===== src/rtl/flashcmd_pkg.sv =====
package flashcmd_pkg;

    typedef enum logic [1:0] {
        RD_ARRAY  = 2'd0,
        RD_IDENT  = 2'd1,
        RD_QUERY  = 2'd2,
        RD_STATUS = 2'd3
    } rd_mode_e;

    typedef enum logic [3:0] {
        OP_NONE     = 4'd0,
        OP_ERASE    = 4'd1,
        OP_PROG     = 4'd2,
        OP_BUF_LOAD = 4'd3,
        OP_BUF_PROG = 4'd4,
        OP_SUSPEND  = 4'd5,
        OP_RESUME   = 4'd6,
        OP_LOCK_SET = 4'd7,
        OP_LOCK_CLR = 4'd8,
        OP_STS_CFG  = 4'd9
    } op_e;

    typedef enum logic [3:0] {
        CL_RESERVED,
        CL_ARRAY,
        CL_IDENT,
        CL_QUERY,
        CL_STATUS,
        CL_PROG,
        CL_ERASE,
        CL_BUF,
        CL_SUSPEND,
        CL_CONFIRM,
        CL_LOCK,
        CL_CFG
    } cls_e;

    typedef enum logic [2:0] {
        S_IDLE,
        S_PROG,
        S_ERASE,
        S_BUF_CNT,
        S_BUF_DATA,
        S_BUF_CONF,
        S_LOCK,
        S_CFG
    } state_e;

    localparam logic [7:0] CODE_CONFIRM  = 8'hD0;
    localparam logic [7:0] CODE_LOCK_ON  = 8'h01;
    localparam logic [7:0] CODE_MODE_MAX = 8'h03;

endpackage


===== src/rtl/flashcmd_opclass.sv =====
module flashcmd_opclass
    import flashcmd_pkg::*;
(
    input  logic [7:0] code,
    output cls_e       cls
);

    always_comb begin
        unique case (code)
            8'hFF:        cls = CL_ARRAY;
            8'h90:        cls = CL_IDENT;
            8'h98:        cls = CL_QUERY;
            8'h70:        cls = CL_STATUS;
            8'h40, 8'h10: cls = CL_PROG;
            8'h20:        cls = CL_ERASE;
            8'hE8:        cls = CL_BUF;
            8'hB0:        cls = CL_SUSPEND;
            8'hD0:        cls = CL_CONFIRM;
            8'h60:        cls = CL_LOCK;
            8'hB8:        cls = CL_CFG;
            default:      cls = CL_RESERVED;
        endcase
    end

endmodule


===== src/rtl/flashcmd_lockbank.sv =====
module flashcmd_lockbank #(
    parameter int NUM_BLOCKS = 8,
    localparam int BLK_W = $clog2(NUM_BLOCKS)
) (
    input  logic                  clk,
    input  logic                  rst_n,
    input  logic                  set_en,
    input  logic [BLK_W-1:0]      set_idx,
    input  logic                  clr_all,
    output logic [NUM_BLOCKS-1:0] locked
);

    for (genvar b = 0; b < NUM_BLOCKS; b++) begin : g_blk
        logic lock_d, lock_q;

        always_comb begin
            lock_d = lock_q;
            if (clr_all) begin
                lock_d = 1'b0;
            end else if (set_en && set_idx == BLK_W'(b)) begin
                lock_d = 1'b1;
            end
        end

        always_ff @(posedge clk or negedge rst_n) begin
            if (!rst_n) begin
                lock_q <= 1'b0;
            end else begin
                lock_q <= lock_d;
            end
        end

        assign locked[b] = lock_q;
    end

    assert_clear_all_R9: assert property (@(posedge clk) disable iff (!rst_n)
        clr_all |=> (locked == '0));

    assert_set_one_R9: assert property (@(posedge clk) disable iff (!rst_n)
        (set_en && !clr_all) |=> locked[$past(set_idx)]);

endmodule


===== src/rtl/flashcmd_seq.sv =====
module flashcmd_seq
    import flashcmd_pkg::*;
#(
    parameter int ADDR_W     = 12,
    parameter int NUM_BLOCKS = 8,
    parameter int BUF_DEPTH  = 32,
    localparam int BLK_W = $clog2(NUM_BLOCKS),
    localparam int CNT_W = $clog2(BUF_DEPTH + 1)
) (
    input  logic                  clk,
    input  logic                  rst_n,
    input  logic                  wr_valid,
    input  logic [ADDR_W-1:0]     wr_addr,
    input  logic [7:0]            wr_data,
    input  logic                  wp_en,
    input  logic                  busy,
    input  cls_e                  cls,
    input  logic [NUM_BLOCKS-1:0] locked,
    output logic                  lock_set,
    output logic                  lock_clr,
    output logic [BLK_W-1:0]      lock_idx,
    output rd_mode_e              rd_mode,
    output logic                  op_valid,
    output op_e                   op_code,
    output logic [ADDR_W-1:0]     op_addr,
    output logic [7:0]            op_data,
    output logic                  seq_err,
    output logic                  prot_err,
    output logic [1:0]            sts_mode
);

    typedef struct packed {
        state_e              state;
        rd_mode_e            rd_mode;
        logic                op_valid;
        op_e                 op_code;
        logic [ADDR_W-1:0]   op_addr;
        logic [7:0]          op_data;
        logic                seq_err;
        logic                prot_err;
        logic [1:0]          sts_mode;
        logic [CNT_W-1:0]    cnt;
        logic [7:0]          buf_n;
        logic [ADDR_W-1:0]   start_addr;
    } seq_regs_t;

    seq_regs_t r_d, r_q;

    logic [BLK_W-1:0] wr_blk, start_blk;
    logic             wr_blocked, start_blocked;

    assign wr_blk        = wr_addr[ADDR_W-1 -: BLK_W];
    assign start_blk     = r_q.start_addr[ADDR_W-1 -: BLK_W];
    assign wr_blocked    = locked[wr_blk] && !wp_en;
    assign start_blocked = locked[start_blk] && !wp_en;
    assign lock_idx      = wr_blk;

    always_comb begin
        r_d          = r_q;
        r_d.op_valid = 1'b0;
        r_d.op_code  = OP_NONE;
        lock_set     = 1'b0;
        lock_clr     = 1'b0;

        if (wr_valid) begin
            unique case (r_q.state)
                S_IDLE: begin
                    if (busy && !(cls == CL_SUSPEND || cls == CL_STATUS)) begin
                        r_d.seq_err = 1'b1;
                    end else begin
                        r_d.rd_mode = RD_STATUS;
                        unique case (cls)
                            CL_ARRAY: begin
                                r_d.rd_mode  = RD_ARRAY;
                                r_d.seq_err  = 1'b0;
                                r_d.prot_err = 1'b0;
                            end
                            CL_IDENT:  r_d.rd_mode = RD_IDENT;
                            CL_QUERY:  r_d.rd_mode = RD_QUERY;
                            CL_STATUS: r_d.rd_mode = RD_STATUS;
                            CL_PROG:   r_d.state = S_PROG;
                            CL_ERASE:  r_d.state = S_ERASE;
                            CL_BUF: begin
                                r_d.state      = S_BUF_CNT;
                                r_d.start_addr = wr_addr;
                            end
                            CL_LOCK: r_d.state = S_LOCK;
                            CL_CFG:  r_d.state = S_CFG;
                            CL_SUSPEND: begin
                                r_d.op_valid = 1'b1;
                                r_d.op_code  = OP_SUSPEND;
                                r_d.op_addr  = wr_addr;
                                r_d.op_data  = wr_data;
                            end
                            CL_CONFIRM: begin
                                r_d.op_valid = 1'b1;
                                r_d.op_code  = OP_RESUME;
                                r_d.op_addr  = wr_addr;
                                r_d.op_data  = wr_data;
                            end
                            default: r_d.seq_err = 1'b1;
                        endcase
                    end
                end

                S_PROG: begin
                    r_d.state = S_IDLE;
                    if (wr_blocked) begin
                        r_d.prot_err = 1'b1;
                    end else begin
                        r_d.op_valid = 1'b1;
                        r_d.op_code  = OP_PROG;
                        r_d.op_addr  = wr_addr;
                        r_d.op_data  = wr_data;
                    end
                end

                S_ERASE: begin
                    r_d.state = S_IDLE;
                    if (wr_data != CODE_CONFIRM) begin
                        r_d.seq_err = 1'b1;
                    end else if (wr_blocked) begin
                        r_d.prot_err = 1'b1;
                    end else begin
                        r_d.op_valid = 1'b1;
                        r_d.op_code  = OP_ERASE;
                        r_d.op_addr  = wr_addr;
                        r_d.op_data  = wr_data;
                    end
                end

                S_BUF_CNT: begin
                    if ({24'd0, wr_data} >= BUF_DEPTH) begin
                        r_d.state   = S_IDLE;
                        r_d.seq_err = 1'b1;
                    end else begin
                        r_d.state = S_BUF_DATA;
                        r_d.buf_n = wr_data;
                        r_d.cnt   = CNT_W'(wr_data) + CNT_W'(1);
                    end
                end

                S_BUF_DATA: begin
                    r_d.op_valid = 1'b1;
                    r_d.op_code  = OP_BUF_LOAD;
                    r_d.op_addr  = wr_addr;
                    r_d.op_data  = wr_data;
                    r_d.cnt      = r_q.cnt - CNT_W'(1);
                    if (r_q.cnt == CNT_W'(1)) begin
                        r_d.state = S_BUF_CONF;
                    end
                end

                S_BUF_CONF: begin
                    r_d.state = S_IDLE;
                    if (wr_data != CODE_CONFIRM) begin
                        r_d.seq_err = 1'b1;
                    end else if (start_blocked) begin
                        r_d.prot_err = 1'b1;
                    end else begin
                        r_d.op_valid = 1'b1;
                        r_d.op_code  = OP_BUF_PROG;
                        r_d.op_addr  = r_q.start_addr;
                        r_d.op_data  = r_q.buf_n;
                    end
                end

                S_LOCK: begin
                    r_d.state = S_IDLE;
                    if (wr_data == CODE_LOCK_ON) begin
                        r_d.op_valid = 1'b1;
                        r_d.op_code  = OP_LOCK_SET;
                        r_d.op_addr  = wr_addr;
                        r_d.op_data  = wr_data;
                        lock_set     = 1'b1;
                    end else if (wr_data == CODE_CONFIRM) begin
                        if (!wp_en) begin
                            r_d.prot_err = 1'b1;
                        end else begin
                            r_d.op_valid = 1'b1;
                            r_d.op_code  = OP_LOCK_CLR;
                            r_d.op_addr  = wr_addr;
                            r_d.op_data  = wr_data;
                            lock_clr     = 1'b1;
                        end
                    end else begin
                        r_d.seq_err = 1'b1;
                    end
                end

                S_CFG: begin
                    r_d.state = S_IDLE;
                    if (wr_data <= CODE_MODE_MAX) begin
                        r_d.sts_mode = wr_data[1:0];
                        r_d.op_valid = 1'b1;
                        r_d.op_code  = OP_STS_CFG;
                        r_d.op_addr  = wr_addr;
                        r_d.op_data  = wr_data;
                    end else begin
                        r_d.seq_err = 1'b1;
                    end
                end

                default: r_d.state = S_IDLE;
            endcase
        end
    end

    always_ff @(posedge clk or negedge rst_n) begin
        if (!rst_n) begin
            r_q <= '0;
        end else begin
            r_q <= r_d;
        end
    end

    assign rd_mode  = r_q.rd_mode;
    assign op_valid = r_q.op_valid;
    assign op_code  = r_q.op_code;
    assign op_addr  = r_q.op_addr;
    assign op_data  = r_q.op_data;
    assign seq_err  = r_q.seq_err;
    assign prot_err = r_q.prot_err;
    assign sts_mode = r_q.sts_mode;

    assert_op_after_write_R4: assert property (@(posedge clk) disable iff (!rst_n)
        op_valid |-> $past(wr_valid));

    assert_cnt_bound_R7: assert property (@(posedge clk) disable iff (!rst_n)
        r_q.cnt <= CNT_W'(BUF_DEPTH));

    assert_read_array_R2: assert property (@(posedge clk) disable iff (!rst_n)
        (wr_valid && r_q.state == S_IDLE && !busy && wr_data == 8'hFF)
        |=> (rd_mode == RD_ARRAY && !seq_err && !prot_err));

    assert_clear_gated_R11: assert property (@(posedge clk) disable iff (!rst_n)
        (wr_valid && r_q.state == S_LOCK && wr_data == CODE_CONFIRM && !wp_en)
        |=> (!op_valid && prot_err));

    assert_busy_gate_R13: assert property (@(posedge clk) disable iff (!rst_n)
        (wr_valid && busy && r_q.state == S_IDLE)
        |=> (!op_valid || op_code == OP_SUSPEND));

endmodule


===== src/rtl/flashcmd_decoder.sv =====
module flashcmd_decoder #(
    parameter int ADDR_W     = 12,
    parameter int NUM_BLOCKS = 8,
    parameter int BUF_DEPTH  = 32
) (
    input  logic              clk,
    input  logic              rst_n,
    input  logic              wr_valid,
    input  logic [ADDR_W-1:0] wr_addr,
    input  logic [7:0]        wr_data,
    input  logic              wp_en,
    input  logic              busy,
    output logic [1:0]        rd_mode,
    output logic              op_valid,
    output logic [3:0]        op_code,
    output logic [ADDR_W-1:0] op_addr,
    output logic [7:0]        op_data,
    output logic              seq_err,
    output logic              prot_err,
    output logic [1:0]        sts_mode
);
    import flashcmd_pkg::*;

    localparam int BLK_W = $clog2(NUM_BLOCKS);

    cls_e                  cls;
    logic [NUM_BLOCKS-1:0] locked;
    logic                  lock_set, lock_clr;
    logic [BLK_W-1:0]      lock_idx;
    rd_mode_e              rd_mode_w;
    op_e                   op_code_w;

    flashcmd_opclass u_opclass (
        .code (wr_data),
        .cls  (cls)
    );

    flashcmd_lockbank #(
        .NUM_BLOCKS (NUM_BLOCKS)
    ) u_lockbank (
        .clk     (clk),
        .rst_n   (rst_n),
        .set_en  (lock_set),
        .set_idx (lock_idx),
        .clr_all (lock_clr),
        .locked  (locked)
    );

    flashcmd_seq #(
        .ADDR_W     (ADDR_W),
        .NUM_BLOCKS (NUM_BLOCKS),
        .BUF_DEPTH  (BUF_DEPTH)
    ) u_seq (
        .clk      (clk),
        .rst_n    (rst_n),
        .wr_valid (wr_valid),
        .wr_addr  (wr_addr),
        .wr_data  (wr_data),
        .wp_en    (wp_en),
        .busy     (busy),
        .cls      (cls),
        .locked   (locked),
        .lock_set (lock_set),
        .lock_clr (lock_clr),
        .lock_idx (lock_idx),
        .rd_mode  (rd_mode_w),
        .op_valid (op_valid),
        .op_code  (op_code_w),
        .op_addr  (op_addr),
        .op_data  (op_data),
        .seq_err  (seq_err),
        .prot_err (prot_err),
        .sts_mode (sts_mode)
    );

    assign rd_mode = rd_mode_w;
    assign op_code = op_code_w;

endmodule


===== config.mk =====
export PLATFORM = sky130hd
export DESIGN_NAME = flashcmd_decoder
export DESIGN_NICKNAME = d
export VERILOG_FILES = /design/src/rtl/flashcmd_pkg.sv /design/src/rtl/flashcmd_opclass.sv /design/src/rtl/flashcmd_lockbank.sv /design/src/rtl/flashcmd_seq.sv /design/src/rtl/flashcmd_decoder.sv
export SDC_FILE = /design/constraint.sdc
export NUM_CORES = 1
export LEC_CHECK = 0
export BUFFER_PORTS_ARGS = -buffer_cell sky130_fd_sc_hd__buf_2
export CAP_MARGIN = 25
export CORE_ASPECT_RATIO = 0.75
export CORE_MARGIN = 4
export CORE_UTILIZATION = 50
export CTS_CLUSTER_DIAMETER = 30
export DETAILED_ROUTE_END_ITERATION = 6
export PLACE_DENSITY_LB_ADDON = 0.1
export SYNTH_ARGS = -nofsm -noshare
export SYNTH_HDL_FRONTEND = slang
export SYNTH_SLANG_ARGS = --single-unit

===== constraint.sdc =====
create_clock -name clk -period 2.37 [get_ports clk]
set_clock_uncertainty 0.2 [all_clocks]
set_input_delay 0.474 -clock clk [delete_from_list [all_inputs] [get_ports clk]]
set_output_delay 0.474 -clock clk [all_outputs]
set_load 0.02 [all_outputs]

Word-level counts from Yosys, hierarchy flattened --
Cells that the tools add are included.
Storage, ports and cells: register bits 68, output and inout port bits 31, logic and storage cells 204
Cells by class: add/sub/neg operators 2, $lt $le $gt $ge 4, equality and inequality tests 63, multiplexer cells 72, bitwise logic cells 2, reductions and logical operators 41
Operators by type and width (number):
- two-way mux 25 bit | 9
- case mux 25 bit (7 select lines) | 1
- == test 8 bit (second input constant) | 7
- two-way mux 55 bit | 1
- case mux 25 bit (2 select lines) | 1
- case mux 4 bit (11 select lines) | 1
- two-way mux 1 bit | 39
- two-way mux 12 bit | 3
- two-way mux 30 bit | 1
- inequality test 2 bit (second input constant) | 13
- == test 3 bit (second input constant) | 8
- == test 8 x 7 -> 1 bit (second input constant) | 3
- nonzero test 2 bit | 9
- == test 4 x 3 -> 1 bit (second input constant) | 4
- == test 4 bit (second input constant) | 4
- case mux 3 bit (5 select lines) | 1
- two-way mux 14 bit | 1
- == test 3 x 2 -> 1 bit (second input constant) | 4
- inequality test 3 x 2 -> 1 bit (second input constant) | 4
- case mux 3 bit (4 select lines) | 1
- case mux 6 bit (2 select lines) | 1
- AND reduction 12 bit | 1
- AND reduction 3 bit | 4
- logical AND 1 bit | 11
- other kinds (34) | 52

Depth between registers and ports, before layout --
Gate-level depths: netlist of run 1.
word-level depth 10, gate-level depth with buffers 10, mapped depth without buffers 9

By module --
From an unflattened synthesis of run 1, not the netlist that was laid out.
Second synthesis, totals: cells, all modules 469, area total of the unflattened synthesis 4583.1 um^2
By module, submodules not included:
- flashcmd_seq | instances 1, cells an instance 395, area each 3946.3 um^2
- flashcmd_lockbank | instances 1, cells an instance 40, area each 407.9 um^2
- flashcmd_opclass | instances 1, cells an instance 34, area each 229.0 um^2

Worst setup path before layout of run 1 --
OpenSTA, ideal clock, no wires.
path kind input-to-reg, start point in wr_data[1], end point reg u_seq.r_q, in the netlist u_seq.op_addr[0], arrival 2.216 ns, data required time 2.090 ns, path slack -0.126 ns, stages on the path 9, path buffers 1, cells stage by stage inv_1 > ha_1 > and4b_1 > nand2_1 > or3_4 > o311ai_4 > nor2_1 > buf_2 > o211ai_2
Between the ends: longest elaborated chain between the ends 9, elaborated cells on any way between the ends 33, those cells by class 1 x order compare; 24 x eq/ne; 3 x mux; 5 x reduce/logical
Ends and longest elaborated chain:
- start, declared | RTL line flashcmd_decoder.sv:10 | input logic [7:0] wr_data,
- == test 8 x 7 -> 1 bit or == test 8 x 5 -> 1 bit (tied branches) | RTL line flashcmd_opclass.sv:9 | unique case (code)
- OR reduction 2 bit | RTL line flashcmd_opclass.sv:9
- case mux 4 bit (11 select lines) | RTL line flashcmd_opclass.sv:9
- == test 4 bit or == test 4 x 3 -> 1 bit (tied branches) | RTL line flashcmd_seq.sv:68, flashcmd_seq.sv:72
- logical OR 1 bit | RTL line flashcmd_seq.sv:68 | if (busy && !(cls == CL_SUSPEND || cls == CL_STATUS)) begin
- zero test 1 bit | RTL line flashcmd_seq.sv:68
- logical AND 1 bit | RTL line flashcmd_seq.sv:68
- inequality test 2 bit (no line)
- AND reduction 12 bit (no line)
- end signal, assigned | RTL line flashcmd_seq.sv:213 | r_q <= r_d;
- end, declared | RTL line flashcmd_seq.sv:47 | seq_regs_t r_d, r_q;
Several ways; a longest one is shown, not always the timed one. A chain may end at the register's enable or synchronous reset.

Final worst setup path of run 1 --
start point in wr_data[1], end point reg u_seq.r_q, in the netlist u_seq.op_data[1]
The elaborated chain is that of the path after synthesis.

==> results.sh, run 1 <==
export IMPL_hp_class="in -> reg"
export IMPL_power_density_nw_per_um2=645.5
export IMPL_drc=0
export IMPL_die_y_um=85.62
export IMPL_ys_types=60
export IMPL_detail_route_antenna_nets=0
export IMPL_crit_path_end_kind="flop"
export IMPL_syn_inst=428
export IMPL_nFillCells=706
export IMPL_synth_ff_type="dfrtp_1"
export IMPL_cts_sink_count=68
export IMPL_hold_violations=0
export IMPL_grt_max_degree=69
export IMPL_yosys_area_top_type_share_pct=42.37
export IMPL_maxSlewHeadroom_pct=70.93
export IMPL_finalCritPeriodShare_pct=98.82
export IMPL_synth_compound_area_share_pct=19.81
export IMPL_routed_wl_um=10160
export IMPL_vias_per_cell=5.652
export IMPL_p_leak_uw=0.002316
export IMPL_ir_worst_vdd_mv=0.3822
export IMPL_synth_edf_count=0
export IMPL_path_cells="buf_2, inv_16, ha_4, and4b_2, nand2_2, or3_4, o311ai_4, o31ai_4, buf_12, a22o_1"
export IMPL_synth_simple_area_share_pct=19.47
export IMPL_avgSynthCellArea_sq_um=9.384
export IMPL_worstPathRequired_ns=2.41
export IMPL_die_area_sq_um=9546
export IMPL_rsz0062_at_grt="yes"
export IMPL_nets=537
export IMPL_arrival_ns=2.38
export IMPL_path_max_fanout=22
export IMPL_critPathLaunchType="input port"
export IMPL_cts_buffers=9
export IMPL_antenna_found_initial=0
export IMPL_synth_area_top_cells="dfrtp_1, nand2_1, buf_4"
export IMPL_synth_largest_area_cell="dfrtp_1"
export IMPL_ys_seq_elements=68
export IMPL_synth_top_family_by_area="compound AO/OA/AOI/OAI gates"
export IMPL_crit_path_top_delay_cell="or3_4"
export IMPL_async_reset_ff_share_pct=100.0
export IMPL_drive_above_1_share_pct=36.33
export IMPL_timing_fmax_mhz=427.0
export IMPL_grt_pass1_vias=3500
export IMPL_dr_total_vias=3487
export IMPL_setup_viol=0
export IMPL_start_util_pct=51.18
export IMPL_syn_num_nets=458
export IMPL_grt_usage_pct=22.74
export IMPL_stdcell_area_sq_um=4921
export IMPL_maxCapViolations=0
export IMPL_seq_area_frac_synth_pct=42.37
export IMPL_dr_pass1_iters=5
export IMPL_tns_ns=0
export IMPL_synth_xor_area_share_pct=0.8723
export IMPL_first_iter_violations=296
export IMPL_die_w_um=111.5
export IMPL_synth_common_cells="dfrtp_1, nand2_1, buf_4"
export IMPL_numPortBuffers=55
export IMPL_clk_latency_ns=0.35
export IMPL_fin_crit_ns=2.342
export IMPL_clkTransAtPathRegs_ns=0.08
export IMPL_worstMarginPinSlew_ns=0.4342
export IMPL_dpl_cell_area_sq_um=4657
export IMPL_root_buffer="clkbuf_8"
export IMPL_grt_pass1_wl_um=17540
export IMPL_coreArea_sq_um=7848
export IMPL_ios=56
export IMPL_num_rows=28
export IMPL_cts_tree="built"
export IMPL_place_gp_congestion=0.9108
export IMPL_synth_fa_ha_area_share_pct=1.558
export IMPL_yosysWarnings=0
export IMPL_netlist_area_sq_um=4016
export IMPL_crit_type="in -> reg"
export IMPL_syn2layout_area_growth_pct=22.52
export IMPL_run_status="complete, no violations"
export IMPL_h_tree_depth=3
export IMPL_synthMuxAreaShare_pct=6.573
export IMPL_diodes=0
export IMPL_gr_total_overflow=0
export IMPL_wl_per_cell_um=16.47
export IMPL_synth_most_common_cell="dfrtp_1"
export IMPL_slew_viol_final=0
export IMPL_dp_hpwl_um=7466
export IMPL_cts_path_max_buffers=2
export IMPL_max_stage_delay_ns=0.42
## critical path, delay by kind of cell
family	cells	cell delay, ns
buf+inv	3	0.40
simple gates	3	0.74
fa+ha+maj	1	0.14
compound gates	3	0.61
## path summary, 6_finish.rpt
| check | from | end | slack, ns | cells after the start |
|---|---|---|---|---|
| setup reg to reg | u_seq.r_q[9] | u_seq.op_data[1] | 0.04 | 8 |
| hold / removal | wr_addr[1] | u_seq.r_q[1] | 0.15 | 2 |
| setup / recovery | wr_data[1] | u_seq.op_data[1] | 0.03 | 10 |
| hold reg to reg | u_seq.rd_mode[0] | u_seq.rd_mode[0] | 0.28 | 1 |
| max in group asynchronous | rst_n | u_lockbank.g_blk[3].lock_q | 1.20 | 3 |
| min in group asynchronous | rst_n | u_seq.op_valid | 0.48 | 3 |
## cell type report
class / count / area, sq um / area share (%)
Clock buffer: 9 / 123.9 / 2.517
Clock inverter: 7 / 75.07 / 1.526
Inverter: 11 / 62.56 / 1.271
Multi-Input combinational cell: 295 / 2006 / 40.76
Sequential cell: 68 / 1702 / 34.58
Tap cell: 105 / 131.4 / 2.670
Timing Repair Buffer: 122 / 820.8 / 16.68
## stage by stage
stage	hold slack, ns	total power, uW	utilization (%)	setup slack, ns	cells
3_3_place_gp	0.2573	2206	59.34	-0.3333	597
2_1_floorplan	-0.02159	2085	-	-0.07355	428
4_1_cts	0.1329	3209	62.20	0.01068	616
5_1_grt	0.1387	3356	62.71	-0.1018	617
3_5_place_dp	0.2636	2219	59.34	-0.3943	597
6_report	0.1485	3176	62.71	0.02806	617
## routing by layer
layer / global-route usage (%) / wire length (um) / vias to the layer above
met2: 33.22 / 4311 / 107
met1: 33.73 / 5113 / 1693
met5: 0 / 0 / -
li1: - / - / 1669
met3: 5.994 / 613 / 18
met4: 5.856 / 125 / 0
## placed cells by master (no fill, tap or decap), types with 4 or more instances in the layout
cell,count
mux2i_1,5
buf_4,60
a22o_1,4
buf_2,55
nor2_1,23
nand2_1,47
ha_1,4
nand4_1,6
o21a_1,9
mux2_2,6
nand3_1,15
and3_1,4
a22oi_1,9
o211ai_2,11
nand2_2,12
mux2_1,9
nor3_1,15
clkbuf_8,9
nor2b_1,4
and2_1,8
nor3b_1,5
a21oi_1,11
dfrtp_1,68
inv_1,7
o21ai_1,8
o21ai_0,25
buf_6,4
## kinds of logic (layout without fill, tap and decap cells)
kind of cell | Yosys count | after routing
adder cells (fa/ha/maj) | 5 | 5
XOR/XNOR | 4 | 4
multiplexers | 22 | 22
AND/OR/NAND/NOR | 158 | 158
buffers and inverters | 65 | 149
AO/OA/AOI/OAI | 106 | 106
flip-flops | 68 | 68
## report_power, final
group          leakage (uW)  internal (uW)  switching, uW
combinational       0.00131            325            459
sequential         0.000909           1310            108
clock             0.0000923            491            486
## repair_timing
item	4_1_cts	5_1_grt
setup endpoints to repair	11	27
setup buffers	2	1
hold buffers	1	0
hold endpoints to repair	68	0
pin swaps	2	1
resized for setup	0	8
## registers in the layout, indices dropped and copies added (netlist names)
signal / count
u_seq.r_q: 29
u_seq.rd_mode: 2
u_seq.prot_err: 1
u_seq.sts_mode: 2
u_seq.op_addr: 12
u_seq.seq_err: 1
u_seq.op_code: 4
u_lockbank.g_blk.lock_q: 8
u_seq.op_data: 8
u_seq.op_valid: 1
Note: power is estimated with default switching activity, not from simulation.
==> run 2: changes to the inputs <==
--- a/config.mk
+++ b/config.mk
@@ -12,7 +12,7 @@
 export CORE_UTILIZATION = 50
 export CTS_CLUSTER_DIAMETER = 30
 export DETAILED_ROUTE_END_ITERATION = 6
-export PLACE_DENSITY_LB_ADDON = 0.1
+export PLACE_DENSITY = 0.71
 export SYNTH_ARGS = -nofsm -noshare
 export SYNTH_HDL_FRONTEND = slang
 export SYNTH_SLANG_ARGS = --single-unit
==> results.sh, run 2 (synthesis gave the netlist of run 1 again) <==
export IMPL_start_util_pct=51.18
export IMPL_root_buffer="clkbuf_8"
export IMPL_numPortBuffers=55
export IMPL_largest_reg_flops=29
export IMPL_worstPathRequired_ns=2.40
export IMPL_drive_above_1_share_pct=37.14
export IMPL_fin_crit_ns=2.358
export IMPL_detail_route_antenna_nets=0
export IMPL_cts_tree="built"
export IMPL_clkTransAtPathRegs_ns=0.08
export IMPL_cts_path_max_buffers=2
export IMPL_place_gp_congestion=0.9405
export IMPL_diodes=0
export IMPL_die_y_um=85.62
export IMPL_final_cell_mix="dfrtp_1, buf_4, buf_2"
export IMPL_grt_usage_pct=21.91
export IMPL_setup_viol=0
export IMPL_ir_worst_vdd_mv=0.5331
export IMPL_power_density_nw_per_um2=644.3
export IMPL_wl_per_cell_um=16.59
export IMPL_grt_pass1_vias=3385
export IMPL_run_status="complete, no violations"
export IMPL_routed_wl_um=10320
export IMPL_worstMarginPinSlew_ns=0.5100
export IMPL_crit_path_end_kind="flop"
export IMPL_stdcell_area_sq_um=4969
export IMPL_timing_fmax_mhz=424.0
export IMPL_crit_type="reg -> reg"
export IMPL_top_register="u_seq.r_q"
export IMPL_finalCritPeriodShare_pct=99.51
export IMPL_cts_sink_count=68
export IMPL_nets=542
export IMPL_reg2reg_slack_ns=0.01
export IMPL_hold_violations=0
export IMPL_hold_ws_ns=0.1511
export IMPL_antenna_found_initial=0
export IMPL_syn2layout_area_growth_pct=23.71
export IMPL_dpl_cell_area_sq_um=4695
export IMPL_grt_max_degree=49
export IMPL_path_max_fanout=7
export IMPL_dr_total_vias=3555
export IMPL_clk_latency_ns=0.35
export IMPL_maxCapViolations=0
export IMPL_mostFrequentLayoutCell="dfrtp_1"
export IMPL_nFillCells=665
export IMPL_arrival_ns=2.39
export IMPL_die_w_um=111.5
export IMPL_num_rows=28
export IMPL_vias_per_cell=5.715
export IMPL_h_tree_depth=3
export IMPL_maxSlewHeadroom_pct=66.00
export IMPL_gr_total_overflow=0
export IMPL_die_area_sq_um=9546
export IMPL_rsz0062_at_grt="yes"
export IMPL_drc=0
export IMPL_hp_class="in -> reg"
export IMPL_cts_buffers=9
export IMPL_dr_pass1_iters=6
export IMPL_p_leak_uw=0.002343
export IMPL_coreArea_sq_um=7848
export IMPL_critPathLaunchType="flop"
export IMPL_dp_hpwl_um=7559
export IMPL_ios=56
export IMPL_slew_viol_final=0
export IMPL_grt_pass1_wl_um=16840
export IMPL_first_iter_violations=405
[run 2: cell type report]
class	instances	area (sq um)	area share, %
Inverter	11	62.56	1.259
Multi-Input combinational cell	295	2006	40.37
Timing Repair Buffer	127	867.1	17.45
Tap cell	105	131.4	2.644
Sequential cell	68	1703	34.27
Clock inverter	7	75.07	1.511
Clock buffer	9	123.9	2.493
[run 2: final timing paths]
| kind | from | end | cells after the start |
|---|---|---|---|
| setup / recovery | u_seq.r_q[9] | u_seq.op_addr[0] | 10 |
| hold / removal | wr_addr[3] | u_seq.r_q[3] | 2 |
| setup reg to reg | u_seq.r_q[9] | u_seq.op_addr[0] | 10 |
| hold reg to reg | u_seq.rd_mode[0] | u_seq.rd_mode[0] | 1 |
| max in group asynchronous | rst_n | u_seq.r_q[9] | 3 |
| min in group asynchronous | rst_n | u_seq.op_valid | 2 |
[run 2: metal layers]
| layer | vias to the layer above | global-route usage [%] | routed length, um |
|---|---|---|---|
| met4 | 0 | 6.188 | 98 |
| li1 | 1681 | - | - |
| met5 | - | 0 | 0 |
| met2 | 146 | 32.84 | 4569 |
| met3 | 12 | 5.501 | 817 |
| met1 | 1716 | 31.79 | 4836 |
[run 2: where the power goes]
| group | internal, uW | total [uW] | leakage, uW | switching, uW |
|---|---|---|---|---|
| combinational | 335 | 803 | 0.00134 | 468 |
| sequential | 1310 | 1420 | 0.000907 | 117 |
| clock | 489 | 974 | 0.0000918 | 485 |
| total | 2130 | 3200 | 0.00234 | 1070 |
[run 2: per-stage QoR]
| step | worst slack, ns | total power, uW | setup TNS (ns) | std cells | util [%] |
|---|---|---|---|---|---|
| global placement | -0.3200 | 2204 | -10.89 | 602 | 59.82 |
| floorplan | -0.07355 | 2085 | -1.154 | 428 | - |
| CTS | 0.004693 | 3210 | 0 | 619 | 62.48 |
| detailed placement | -0.3992 | 2234 | -11.58 | 602 | 59.82 |
| global route | -0.1011 | 3351 | -1.499 | 622 | 63.31 |
| finish | 0.01154 | 3201 | 0 | 622 | 63.31 |
[run 2: what timing repair did]
item | in CTS | in global routing
hold buffers | 1 | 0
resized for setup | 0 | 10
endpoints found under the setup margin | 6 | 21
hold endpoints to repair | 20 | 0
gates cloned | 0 | 1
setup buffers | 0 | 3
pin swaps | 1 | 5
[run 2: critical path: stages (launching register included)]
cell and delay (ns):
dfrtp_2 0.42, mux4_2 0.52, mux2i_1 0.15, o21bai_1 0.13
nor3_2 0.18, buf_4 0.16, o31ai_4 0.07, buf_12 0.15
buf_6 0.13, nand2_2 0.06, o211ai_2 0.07
==> run 3: changes to the inputs <==
--- a/config.mk
+++ b/config.mk
@@ -9,10 +9,10 @@
 export CAP_MARGIN = 25
 export CORE_ASPECT_RATIO = 0.75
 export CORE_MARGIN = 4
-export CORE_UTILIZATION = 50
+export CORE_UTILIZATION = 55
 export CTS_CLUSTER_DIAMETER = 30
 export DETAILED_ROUTE_END_ITERATION = 6
-export PLACE_DENSITY = 0.71
+export PLACE_DENSITY = 0.77
 export SYNTH_ARGS = -nofsm -noshare
 export SYNTH_HDL_FRONTEND = slang
 export SYNTH_SLANG_ARGS = --single-unit
==> results.sh, run 3 (synthesis gave the netlist of run 1 again) <==
export IMPL_first_iter_violations=426
export IMPL_slew_viol_final=0
export IMPL_instances_no_fill=616
export IMPL_power_density_nw_per_um2=636.4
export IMPL_dpl_cell_area_sq_um=4718
export IMPL_nets=543
export IMPL_setup_viol=0
export IMPL_grt_usage_pct=24.15
export IMPL_num_rows=26
export IMPL_hp_class="in -> reg"
export IMPL_r2r_start="u_seq.r_q[9]"
export IMPL_dp_cells=596
export IMPL_clkTransAtPathRegs_ns=0.08
export IMPL_cts_tree="built"
export IMPL_h_tree_depth=3
export IMPL_gr_total_overflow=0
export IMPL_hold_violations=0
export IMPL_run_status="complete, no violations"
export IMPL_largest_reg_flops=29
export IMPL_finalPower_uw=3159
export IMPL_fin_crit_ns=2.360
export IMPL_ios=56
export IMPL_diodes=0
export IMPL_worstPathRequired_ns=2.44
export IMPL_grt_pass1_wl_um=16710
export IMPL_drc=0
export IMPL_grt_pass1_vias=3393
export IMPL_die_w_um=106.7
export IMPL_ir_worst_vdd_mv=0.2991
export IMPL_critPathLaunchType="flop"
export IMPL_maxCapViolations=0
export IMPL_root_buffer="clkbuf_8"
export IMPL_antenna_found_initial=0
export IMPL_routed_wl_um=10030
export IMPL_die_area_sq_um=8748
export IMPL_dr_pass1_iters=5
export IMPL_vias_per_cell=5.727
export IMPL_worstMarginPinSlew_ns=0.4196
export IMPL_top_register="u_seq.r_q"
export IMPL_stdcell_area_sq_um=4965
export IMPL_start_util_pct=57.69
export IMPL_dp_hpwl_um=7468
export IMPL_timing_fmax_mhz=423.8
export IMPL_arrival_ns=2.43
export IMPL_cts_sink_count=68
export IMPL_numPortBuffers=55
export IMPL_coreArea_sq_um=6962
export IMPL_min_delay_start="wr_addr[3]"
export IMPL_final_cell_mix="buf_4, dfrtp_1, buf_2"
export IMPL_maxSlewHeadroom_pct=72.03
export IMPL_mostFrequentLayoutCell="buf_4"
export IMPL_rr_endpoint="u_seq.op_addr[10]"
export IMPL_place_gp_congestion=0.9820
export IMPL_die_y_um=82.01
export IMPL_cts_path_max_buffers=2
export IMPL_wl_per_cell_um=16.28
export IMPL_cts_buffers=9
export IMPL_crit_type="reg -> reg"
export IMPL_drive_above_1_share_pct=37.45
export IMPL_worst_r2r_path_depth=9
export IMPL_grt_max_degree=57
export IMPL_reg2reg_slack_ns=0.01
export IMPL_holdPathEnd="u_seq.r_q[3]"
export IMPL_p_leak_uw=0.002347
export IMPL_finalCritPeriodShare_pct=99.57
export IMPL_clk_latency_ns=0.35
export IMPL_dr_total_vias=3528
export IMPL_rsz0062_at_grt="yes"
export IMPL_syn2layout_area_growth_pct=23.61
export IMPL_crit_path_end_kind="flop"
export IMPL_path_max_fanout=6
export IMPL_detail_route_antenna_nets=0
export IMPL_min_path_cells=2
-- run 3: cell count changes in the layout (fill, tap and decap cells not counted), moves of 2 or more --
| cell | change |
|---|---|
| nand2_2 | +3 |
| buf_4 | +2 |
| nand2_1 | -2 |
| o21ai_1 | +2 |
-- run 3: cell type report --
cell class / count / area, sq um
Inverter: 11 / 62.56
Sequential cell: 68 / 1704
Clock buffer: 10 / 127.6
Clock inverter: 6 / 63.81
Timing Repair Buffer: 128 / 885.9
Multi-Input combinational cell: 295 / 1998
Tap cell: 98 / 122.6
Fill cell: 550 / 1997
-- run 3: power by group --
part | internal, uW | switching [uW]
registers | 1310 | 112
logic | 338 | 458
clock network | 486 | 458
total | 2130 | 1030
-- run 3: how the worst max path moves through the flow --
stage	startpoint	depth (start not counted)	slack (ns)	end
after global routing	u_seq.r_q[9]	9	-0.09	u_seq.op_addr[10]
final	u_seq.r_q[9]	9	0.01	u_seq.op_addr[10]
after CTS	u_seq.r_q[9]	9	-0.007	u_seq.op_addr[7]
after detailed placement	wr_data[1]	11	-0.38	u_seq.op_addr[10]
after global placement	wr_data[1]	11	-0.31	u_seq.op_addr[4]
after floorplan	wr_data[1]	10	-0.07	u_seq.op_addr[5]
-- run 3: metal layers --
metal  vias to the layer above  GRT usage, %  part of all wire, %
li1                       1676             -                    -
met1                      1674         35.46                   47
met2                       169         36.81                   44
met3                         9         5.263                  8.6
met4                         0         5.492                 0.87
met5                         -             0                    0
-- run 3: timing repair --
item / 4_1_cts / 5_1_grt
endpoints found under the setup margin: 19 / 28
resized for setup: 1 / 10
pin swaps: 3 / 4
buffers inserted: 2 / 3
endpoints found under the hold margin: 12 / 0
hold buffers: 1 / 0
-- run 3: metrics by stage --
stage / TNS [ns] / worst slack (ns) / hold slack [ns] / utilization (%)
global route: -0.9640 / -0.08699 / 0.1342 / 71.32
global placement: -11.06 / -0.3104 / 0.1968 / 67.77
finish: 0 / 0.01013 / 0.1476 / 71.32
detailed placement: -12.76 / -0.3815 / 0.1963 / 67.77
CTS: -0.01199 / -0.007017 / 0.1431 / 70.94
floorplan: -1.154 / -0.07355 / -0.02159 / -
-- run 3: worst max-delay path: stages, from the launching register on --
cell      delay (ns)
dfrtp_2         0.45
mux4_2          0.35
mux2i_1         0.07
o21bai_1        0.25
nor3_2          0.07
buf_4           0.15
o31ai_4         0.43
buf_4           0.22
nand2_2         0.05
o211ai_2        0.05
